[src/rtl/adt_pkg.sv]
// Shared types for the address dependency tracker.
// Assumes nothing beyond SystemVerilog packages.
package adt_pkg;

    // Outcome of the per-cycle request decision, in priority order.
    typedef enum logic [2:0] {
        DEC_IDLE,
        DEC_DENY_BLOCK,
        DEC_DENY_SQUASH,
        DEC_GRANT_FETCH,
        DEC_GRANT_REPLAY,
        DEC_DENY_CONFLICT,
        DEC_DENY_FULL,
        DEC_GRANT_NEW
    } adt_dec_e;

    // True for the outcomes that give the slot.
    function automatic logic dec_is_grant(adt_dec_e d);
        return (d == DEC_GRANT_FETCH) || (d == DEC_GRANT_REPLAY) ||
               (d == DEC_GRANT_NEW);
    endfunction

endpackage

[src/rtl/adt_thread_table.sv]
// One thread's associative table of outstanding addresses.
// Each entry holds a valid bit, an address and an owner sequence number.
// The lookup compares all entries in one cycle. Allocation takes the lowest
// free slot. Assumes the caller allocates only when the table is not full
// and no entry matches, so each address is held at most once.
module adt_thread_table #(
    parameter int DEPTH  = 4,
    parameter int ADDR_W = 32,
    parameter int SEQ_W  = 16
) (
    input  logic              clk,
    input  logic              rst_n,
    input  logic [ADDR_W-1:0] lk_addr,
    input  logic [SEQ_W-1:0]  lk_seq,
    output logic              hit_same,
    output logic              hit_other,
    output logic              full,
    input  logic              alloc_en,
    input  logic              cmp_en,
    input  logic [ADDR_W-1:0] cmp_addr,
    input  logic              sq_en,
    input  logic [SEQ_W-1:0]  sq_bound
);
    localparam int IDX_W = (DEPTH > 1) ? $clog2(DEPTH) : 1;

    logic [DEPTH-1:0]  ent_vld;
    logic [ADDR_W-1:0] ent_addr [DEPTH];
    logic [SEQ_W-1:0]  ent_seq  [DEPTH];
    logic [DEPTH-1:0]  addr_hit;
    logic [DEPTH-1:0]  drop;
    logic [IDX_W-1:0]  free_idx;

    // Per-entry address match and removal conditions.
    for (genvar i = 0; i < DEPTH; i++) begin : g_ent
        assign addr_hit[i] = ent_vld[i] && (ent_addr[i] == lk_addr);
        assign drop[i]     = ent_vld[i] &&
                             ((cmp_en && (ent_addr[i] == cmp_addr)) ||
                              (sq_en  && (ent_seq[i] > sq_bound)));
    end

    // Lookup outcome and lowest free slot.
    always_comb begin
        hit_same  = 1'b0;
        hit_other = 1'b0;
        free_idx  = '0;
        full      = &ent_vld;
        for (int i = 0; i < DEPTH; i++) begin
            if (addr_hit[i] && (ent_seq[i] == lk_seq)) hit_same  = 1'b1;
            if (addr_hit[i] && (ent_seq[i] != lk_seq)) hit_other = 1'b1;
        end
        for (int i = DEPTH - 1; i >= 0; i--) begin
            if (!ent_vld[i]) free_idx = IDX_W'(i);
        end
    end

    // Entry state update: removal first, then allocation into a free slot.
    always_ff @(posedge clk) begin
        if (!rst_n) begin
            ent_vld <= '0;
            for (int i = 0; i < DEPTH; i++) begin
                ent_addr[i] <= '0;
                ent_seq[i]  <= '0;
            end
        end else begin
            for (int i = 0; i < DEPTH; i++) begin
                if (drop[i]) begin
                    ent_vld[i] <= 1'b0;
                end else if (alloc_en && (free_idx == IDX_W'(i))) begin
                    ent_vld[i]  <= 1'b1;
                    ent_addr[i] <= lk_addr;
                    ent_seq[i]  <= lk_seq;
                end
            end
        end
    end

endmodule

[src/rtl/adt_xlat_block.sv]
// Per-thread translation-blocked flags, each with the sequence number of
// the instruction that waits on translation. Set wins over clear. A squash
// drops the flag when the waiting instruction lies beyond its boundary.
module adt_xlat_block #(
    parameter int NUM_THREADS = 2,
    parameter int SEQ_W       = 16,
    localparam int TID_W      = (NUM_THREADS > 1) ? $clog2(NUM_THREADS) : 1
) (
    input  logic                   clk,
    input  logic                   rst_n,
    input  logic                   set_en,
    input  logic                   clr_en,
    input  logic [TID_W-1:0]       upd_tid,
    input  logic [SEQ_W-1:0]       set_seq,
    input  logic                   sq_en,
    input  logic [TID_W-1:0]       sq_tid,
    input  logic [SEQ_W-1:0]       sq_bound,
    output logic [NUM_THREADS-1:0] blocked
);
    logic [SEQ_W-1:0] wait_seq [NUM_THREADS];

    // Flag and waiting sequence number per thread.
    for (genvar t = 0; t < NUM_THREADS; t++) begin : g_thr
        always_ff @(posedge clk) begin
            if (!rst_n) begin
                blocked[t]  <= 1'b0;
                wait_seq[t] <= '0;
            end else if (set_en && (upd_tid == TID_W'(t))) begin
                blocked[t]  <= 1'b1;
                wait_seq[t] <= set_seq;
            end else if (clr_en && (upd_tid == TID_W'(t))) begin
                blocked[t]  <= 1'b0;
            end else if (sq_en && (sq_tid == TID_W'(t)) && blocked[t] &&
                         (wait_seq[t] > sq_bound)) begin
                blocked[t]  <= 1'b0;
            end
        end
    end

endmodule

[src/rtl/addr_dep_tracker.sv]
// Top of the address dependency tracker. It keeps one table per thread and
// a translation-blocked flag per thread. Each request gets grant or deny in
// the same cycle. Sequence numbers are compared as unsigned values and are
// assumed not to wrap while an entry is live.
module addr_dep_tracker
    import adt_pkg::*;
#(
    parameter int NUM_THREADS = 2,
    parameter int DEPTH       = 4,
    parameter int ADDR_W      = 32,
    parameter int SEQ_W       = 16,
    localparam int TID_W      = (NUM_THREADS > 1) ? $clog2(NUM_THREADS) : 1
) (
    input  logic              clk,
    input  logic              rst_n,
    input  logic              req_valid,
    input  logic [TID_W-1:0]  req_tid,
    input  logic [SEQ_W-1:0]  req_seq,
    input  logic [ADDR_W-1:0] req_addr,
    input  logic              req_fetch,
    output logic              grant,
    output logic              deny,
    input  logic              cmp_valid,
    input  logic [TID_W-1:0]  cmp_tid,
    input  logic [ADDR_W-1:0] cmp_addr,
    input  logic              sq_valid,
    input  logic [TID_W-1:0]  sq_tid,
    input  logic [SEQ_W-1:0]  sq_seq,
    input  logic              sq_mem_stall,
    input  logic              xb_set,
    input  logic              xb_clr,
    input  logic [TID_W-1:0]  xb_tid,
    input  logic [SEQ_W-1:0]  xb_seq
);
    logic [NUM_THREADS-1:0] thr_hit_same;
    logic [NUM_THREADS-1:0] thr_hit_other;
    logic [NUM_THREADS-1:0] thr_full;
    logic [NUM_THREADS-1:0] thr_blocked;
    logic [SEQ_W-1:0]       eff_bound;
    logic                   sq_kill;
    logic                   alloc;
    adt_dec_e               dec;

    // Effective squash boundary: one higher for a memory-stall squash.
    assign eff_bound = sq_seq + SEQ_W'(sq_mem_stall);

    // A concurrent squash on the requesting thread removes this request.
    assign sq_kill = sq_valid && (sq_tid == req_tid) && (req_seq > eff_bound);

    // Request decision in priority order.
    always_comb begin
        dec = DEC_IDLE;
        if (req_valid) begin
            if (thr_blocked[req_tid])        dec = DEC_DENY_BLOCK;
            else if (sq_kill)                dec = DEC_DENY_SQUASH;
            else if (req_fetch)              dec = DEC_GRANT_FETCH;
            else if (thr_hit_same[req_tid])  dec = DEC_GRANT_REPLAY;
            else if (thr_hit_other[req_tid]) dec = DEC_DENY_CONFLICT;
            else if (thr_full[req_tid])      dec = DEC_DENY_FULL;
            else                             dec = DEC_GRANT_NEW;
        end
    end

    assign grant = dec_is_grant(dec);
    assign deny  = req_valid && !dec_is_grant(dec);
    assign alloc = (dec == DEC_GRANT_NEW);

    // One table per thread.
    for (genvar t = 0; t < NUM_THREADS; t++) begin : g_tbl
        adt_thread_table #(
            .DEPTH (DEPTH),
            .ADDR_W(ADDR_W),
            .SEQ_W (SEQ_W)
        ) u_tbl (
            .clk      (clk),
            .rst_n    (rst_n),
            .lk_addr  (req_addr),
            .lk_seq   (req_seq),
            .hit_same (thr_hit_same[t]),
            .hit_other(thr_hit_other[t]),
            .full     (thr_full[t]),
            .alloc_en (alloc && (req_tid == TID_W'(t))),
            .cmp_en   (cmp_valid && (cmp_tid == TID_W'(t))),
            .cmp_addr (cmp_addr),
            .sq_en    (sq_valid && (sq_tid == TID_W'(t))),
            .sq_bound (eff_bound)
        );
    end

    adt_xlat_block #(
        .NUM_THREADS(NUM_THREADS),
        .SEQ_W      (SEQ_W)
    ) u_xlat (
        .clk     (clk),
        .rst_n   (rst_n),
        .set_en  (xb_set),
        .clr_en  (xb_clr),
        .upd_tid (xb_tid),
        .set_seq (xb_seq),
        .sq_en   (sq_valid),
        .sq_tid  (sq_tid),
        .sq_bound(eff_bound),
        .blocked (thr_blocked)
    );

endmodule

[config.mk]
export PLATFORM = sky130hd
export DESIGN_NAME = addr_dep_tracker
export DESIGN_NICKNAME = d
export VERILOG_FILES = /design/src/rtl/adt_pkg.sv /design/src/rtl/adt_thread_table.sv /design/src/rtl/adt_xlat_block.sv /design/src/rtl/addr_dep_tracker.sv
export SDC_FILE = /design/constraint.sdc
export NUM_CORES = 1
export LEC_CHECK = 0
export BUFFER_PORTS_ARGS = -buffer_cell sky130_fd_sc_hd__buf_2
export CAP_MARGIN = 0
export CORE_MARGIN = 2
export CORE_UTILIZATION = 63
export CTS_CLUSTER_DIAMETER = 150
export DETAILED_ROUTE_END_ITERATION = 7
export PLACE_DENSITY = 0.78
export SLEW_MARGIN = 20
export SYNTH_ARGS = -nofsm -noshare
export SYNTH_HDL_FRONTEND = slang
export SYNTH_SLANG_ARGS = --single-unit
[constraint.sdc]
create_clock -name clk -period 8.13 [get_ports clk]
set_input_delay 0.4065 -clock clk [delete_from_list [all_inputs] [get_ports clk]]
set_output_delay 0.4065 -clock clk [all_outputs]
set_load 0.005 [all_outputs]
# Word-level counts from Yosys, hierarchy flattened
# Memory sizes are Yosys's and may differ from the RTL's.
# Index checks and enable logic that the tools add are counted.
dict set report word_totals {
  reg_bits 10
  mem_bits_rw 416
  inputBits 125
  output_inout_bits 2
  wordCells 293
  memories 5
}
dict set report op_classes {
  addsub 1
  n_lt_le_gt_ge 12
  eq_ne 42
  n_mux 102
  bitwise 23
  reduce_logical 98
}
# name depth width read_ports rd_clocked_by_memory_dff wr line_no
set mem_list {}
lappend mem_list {{g_tbl[0].u_tbl.ent_addr} 4 32 4 0 4 adt_thread_table.sv:27} ;# logic [ADDR_W-1:0] ent_addr [DEPTH];
lappend mem_list {{g_tbl[1].u_tbl.ent_addr} 4 32 4 0 4 adt_thread_table.sv:27}
lappend mem_list {{g_tbl[0].u_tbl.ent_seq} 4 16 4 0 4 adt_thread_table.sv:28} ;# logic [SEQ_W-1:0] ent_seq [DEPTH];
lappend mem_list {{g_tbl[1].u_tbl.ent_seq} 4 16 4 0 4 adt_thread_table.sv:28}
lappend mem_list {u_xlat.wait_seq 2 16 2 0 2 adt_xlat_block.sv:20} ;# logic [SEQ_W-1:0] wait_seq [NUM_THREADS];
# cell count
set ops {}
lappend ops {{equality test 32 bit} 16}
lappend ops {{two-way mux 32 bit} 8}
lappend ops {{> comparator 16 bit} 11}
lappend ops {{two-way mux 16 bit} 10}
lappend ops {{equality test 16 bit} 8}
lappend ops {{!= test 16 bit} 8}
lappend ops {{logical AND 1 bit} 73}
lappend ops {{two-way mux 1 bit} 70}
lappend ops {{two-way mux 2 bit} 10}
lappend ops {{bitwise OR 1 bit} 18}
lappend ops {{adder 16 x 1 -> 16 bit} 1}
lappend ops {{OR reduction 2 bit} 8}
lappend ops {{two-way mux 3 bit} 4}
lappend ops {{logical OR 1 bit} 10}
lappend ops {{equality test 2 bit, second input constant} 4}
lappend ops {{AND reduction 4 bit} 2}
lappend ops {{equality test 3 bit, second input constant} 2}
lappend ops {{nonzero test 3 bit} 2}
lappend ops {{NOT 1 bit} 5}
lappend ops {{equality test 2 x 1 -> 1 bit, second input constant} 2}
lappend ops {{logical NOT 2 bit} 2}
lappend ops {{equality test 3 x 2 -> 1 bit, second input constant} 1}
lappend ops {{less-than comparator 1 x 2 -> 1 bit, second input constant} 1}
lappend ops {{equality test 1 bit} 1}
lappend ops {{logical NOT 1 bit} 1}

# Logic depth before layout (Yosys ltp)
# An unclocked memory read counts as a cell.
dict set report logic_depth {
  word_depth 24
  mapped_depth 18
  mapped_depth_nobuf 16
}

# Hierarchy
# A second synthesis with hierarchy kept.
dict set report hier_totals {
  cells_unflattened 2517
  hier_area_um2 28105.7
}
# module n_inst cells_each area_each_um2 seq_area_each_um2
set by_module_without_submodules {}
lappend by_module_without_submodules {{adt_thread_table (g_tbl[1].u_tbl)} 1 1110 12662.1 5845.6}
lappend by_module_without_submodules {{adt_thread_table (g_tbl[0].u_tbl)} 1 1111 12537.0 5845.6}
lappend by_module_without_submodules {adt_xlat_block 1 178 2058.2 1001.0}
lappend by_module_without_submodules {addr_dep_tracker 1 118 848.3 0.0}

# Least setup slack after synthesis
# OpenSTA, ideal clock, no wires.
dict set report synth_path {
  path_type {input-to-reg}
  start {input port sq_seq[0]}
  end {memory g_tbl[1].u_tbl.ent_addr[0][0] (enable)}
  setup_time_ps 520
  arrival_time_ps 6721
  t_required_ps 7610
  slack_ps 889
  cell_stages 14
  path_buffers 1
  path_cell_list {ha_1 -> nand3_1 -> nor2_1 -> and3_1 -> xnor2_1 -> ha_1 -> a21o_1 -> a21o_1 -> a2111oi_0 -> a32oi_1 -> nor3b_2 -> buf_4 -> inv_1 -> o21ai_0}
}
# item line_no
set synth_rtl {}
lappend synth_rtl {{start, declared} addr_dep_tracker.sv:28} ;# input logic [SEQ_W-1:0] sq_seq,
lappend synth_rtl {{end, declared} adt_thread_table.sv:27}

==> qor.yml <==
status: "finished clean"
share_of_synthesized_cell_area_in_and_or_nand_and_nor_gates_pct: 17.9
total_die_area_sq_um: 45800
power.sequential.fraction_pct: 47.2
root_buffer: "sky130_fd_sc_hd__clkbuf_16"
worst-path-max-fanout: 48
syn2layout_area_growth_pct: 8.45
final.period_utilization_pct: 56.0
clk_pin_slew_ns: 0.06
total_non_filler_cell_area_in_the_finished_layout_sq_um: 30200
coreArea_sq_um: 43400
timing.final.crit_period_ns: 4.55
p_clk_share_pct: 38.2
placed_cell_area_sq_um: 28600
ctsLongestPathBuffers: 3
io_buffers: 126
via_per_inst: 6.40
wl_per_cell_um: 27.2
antenna_found_initial: 0
std_cell_rows: 76
maxCapViolCount: 0
synth.largest_area_cell: "sky130_fd_sc_hd__edfxtp_1"
hold_class: "in -> reg"
grt_pass1_vias: 20104
synth_largest_type_area_fraction_pct: 44.9
synthCells: 2538
synth_compound_gate_area_share_pct: 4.14
mostFrequentLayoutCell: "sky130_fd_sc_hd__xor2_1"
grt_max_degree: 50
slew_viol_final: 0
ys.flop_type: "sky130_fd_sc_hd__edfxtp_1"
synthesis.nets: 2819
worst_ep_arrival_time_ns: 4.76
routability_congestion: 0.925
die_width_um: 214
cts.htree.levels: 2
tritoncts: "yes"
rsz0062_at_grt: "no"
fin_tns_setup_ns: 0
clock_sinks: 426
clk-insertion-delay-late_ns: 0.59
initialDrtViolationCount: 2358
post_cts.repair.setup_buffers: 0
share_of_cell_area_taken_by_muxes_after_synthesis_pct: 0.0360
worst-r2r-cell-count: 9
synth.avg_cell_area_sq_um: 11.0
internal-power_mw: 3.99
switching_power_mw: 1.51
end_kind: "flip-flop"
postCtsResizedCells: 0
timing.critical_path.from: "sq_seq[0]"
layout.nets: 2836
clock_skew_ns: 0.0138
worst_pin_slew_ns: 0.917
io_pins: 127
dominant_combinational_cell_family_by_area_after_synthesis: "XOR/XNOR gates"
grt_overflow: 0
drive_gt1_share_pct: 9.46
most-common-layout-cells: "sky130_fd_sc_hd__xor2_1, sky130_fd_sc_hd__edfxtp_1, sky130_fd_sc_hd__and2_1, sky130_fd_sc_hd__ha_1, sky130_fd_sc_hd__nor4_1"
drt.antenna.violating_nets: 0
route.vias.total: 20310
synth_area_leaders: "sky130_fd_sc_hd__edfxtp_1, sky130_fd_sc_hd__xor2_1, sky130_fd_sc_hd__and2_1"
insertedDiodeCount: 0
max-slew-margin-rel_pct: 38.6
synth-edff-count: 416
drt_pass1_iterations: 5
maximum_ir_drop_on_the_vdd_rail_uv: 194
postSynth.asyncResetShare_pct: 0
power_frac_comb_pct: 14.6
path_class: "in -> reg"
synth_cell_type_count: 62
fp.dieH_um: 214
start_kind: "input port"
synth-xor-area-share_pct: 21.2
ys_seq_elements: 426
power.density_nw_per_um2: 182
yosys.area_share.adder_pct: 7.42
start_util_pct: 64.1
holdBufCountCts: 0
worst-r2r-setup-slack_ns: 3.99
global_route_wire_length_before_repair_um: 126000
gr-usage-all-layers_pct: 37.3
worst_r2r_endpoint: "g_tbl[1].u_tbl.ent_addr[0][2]"
sw_frac_of_total_pct: 27.4
ys.warnings.count: 0
setup_slack_ns: 3.58
ys_seq_area_share_pct: 45.6
worst_setup_path_endpoint: "g_tbl[1].u_tbl.ent_addr[0][2]"
leak_pwr_nw: 12.5
finalWirelength_um: 86200
drcViolationCount: 0
post_syn_area_sq_um: 27800
regToRegStartpoint: "g_tbl[0].u_tbl.ent_seq[2][13]"
setup_viol: 0
max_freq_ghz: 0.220
critPathRequiredTime_ns: 8.34
detailed_place_hpwl_um: 54900
cts_buffers: 46
place_ws_ns: 2.90
hold_fails_final_rpt: 0
holdWs_ns: 0.119
==> worst max-delay path: stages <==
cell and delay (ns):
sky130_fd_sc_hd__buf_2 0.08, sky130_fd_sc_hd__ha_1 0.20, sky130_fd_sc_hd__ha_1 0.28, sky130_fd_sc_hd__nand2_1 0.14, sky130_fd_sc_hd__nor2_1 0.20, sky130_fd_sc_hd__nand4_1 0.16
sky130_fd_sc_hd__xor2_1 0.16, sky130_fd_sc_hd__buf_4 0.21, sky130_fd_sc_hd__ha_1 0.31, sky130_fd_sc_hd__nand4_1 0.12, sky130_fd_sc_hd__nor2_1 0.15, sky130_fd_sc_hd__nand2_1 0.09
sky130_fd_sc_hd__o41ai_1 0.35, sky130_fd_sc_hd__a32oi_1 0.19, sky130_fd_sc_hd__nor3b_2 0.76, sky130_fd_sc_hd__inv_1 0.19, sky130_fd_sc_hd__o21ai_4 0.17, sky130_fd_sc_hd__buf_4 0.56
==> logic make-up (layout without fill, tap and decap cells) <==
kind of cell,Yosys count,after routing
xor+xnor,672,672
compound gates,170,170
flops,426,426
fa+ha+maj,167,167
simple gates,850,850
buf+inv,252,303
mux,1,1
==> power groups by stage <==
stage | sequential, mW | clock, mW | combinational, mW
after floorplan | 2.62 | 0 | 0.516
after global placement | 2.64 | 0 | 0.748
after detailed placement | 2.64 | 0 | 0.774
after CTS | 2.60 | 2.11 | 0.782
after global routing | 2.60 | 2.20 | 0.856
final | 2.60 | 2.10 | 0.806
==> per-layer routing <==
layer  GRT usage (%)  vias up  wire length, um
met4            24.0        0             6860
met2            57.4     1296            37200
met1            48.4     9748            32100
li1                -     8886                -
met3            7.22      380             9990
met5               0        -                0
==> cell usage after synthesis (27+ instances only) <==
cell type / number
sky130_fd_sc_hd__o21ai_0: 27
sky130_fd_sc_hd__inv_1: 71
sky130_fd_sc_hd__xnor2_1: 108
sky130_fd_sc_hd__and2_1: 372
sky130_fd_sc_hd__nor3_1: 27
sky130_fd_sc_hd__nor4_1: 140
sky130_fd_sc_hd__nor2_1: 68
sky130_fd_sc_hd__nand4_1: 80
sky130_fd_sc_hd__ha_1: 156
sky130_fd_sc_hd__edfxtp_1: 416
sky130_fd_sc_hd__a21o_1: 37
sky130_fd_sc_hd__a21oi_1: 44
sky130_fd_sc_hd__clkbuf_1: 147
sky130_fd_sc_hd__nand2_1: 52
sky130_fd_sc_hd__nand3_1: 38
sky130_fd_sc_hd__xor2_1: 564
==> area by class of cell <==
type,instances,area (sq um)
Fill cell,3186,13200
Sequential cell,426,12700
Multi-Input combinational cell,1860,14200
Inverter,71,267
Tap cell,585,732
Timing Repair Buffer,150,811
Clock buffer,54,1220
Clock inverter,28,268
==> metrics by stage <==
step	cells	utilization (%)	total power [mW]
floorplan	2538	-	3.13
global placement	3092	66.1	3.39
detailed placement	3092	66.1	3.42
CTS	3174	69.5	5.49
global route	3174	69.5	5.66
finish	3174	69.5	5.50
==> worst min path at each step <==
stage / from / cells after the start / end / slack, ns
after floorplan: u_xlat.blocked[1] / 2 / u_xlat.blocked[1] / 0.46
after global placement: u_xlat.blocked[1] / 2 / u_xlat.blocked[1] / 0.47
after detailed placement: u_xlat.blocked[1] / 2 / u_xlat.blocked[1] / 0.50
after CTS: xb_seq[15] / 2 / u_xlat.wait_seq[0][15] / 0.1
after global routing: xb_seq[13] / 2 / u_xlat.wait_seq[1][13] / 0.11
final: xb_seq[15] / 2 / u_xlat.wait_seq[0][15] / 0.12
==> state kept, by name, summed over array words and instances (netlist names) <==
signal                cells
g_tbl.u_tbl.ent_seq     128
u_xlat.blocked            2
g_tbl.u_tbl.ent_addr    256
g_tbl.u_tbl.ent_vld       8
u_xlat.wait_seq          32
(Power assumes the default switching activity.)
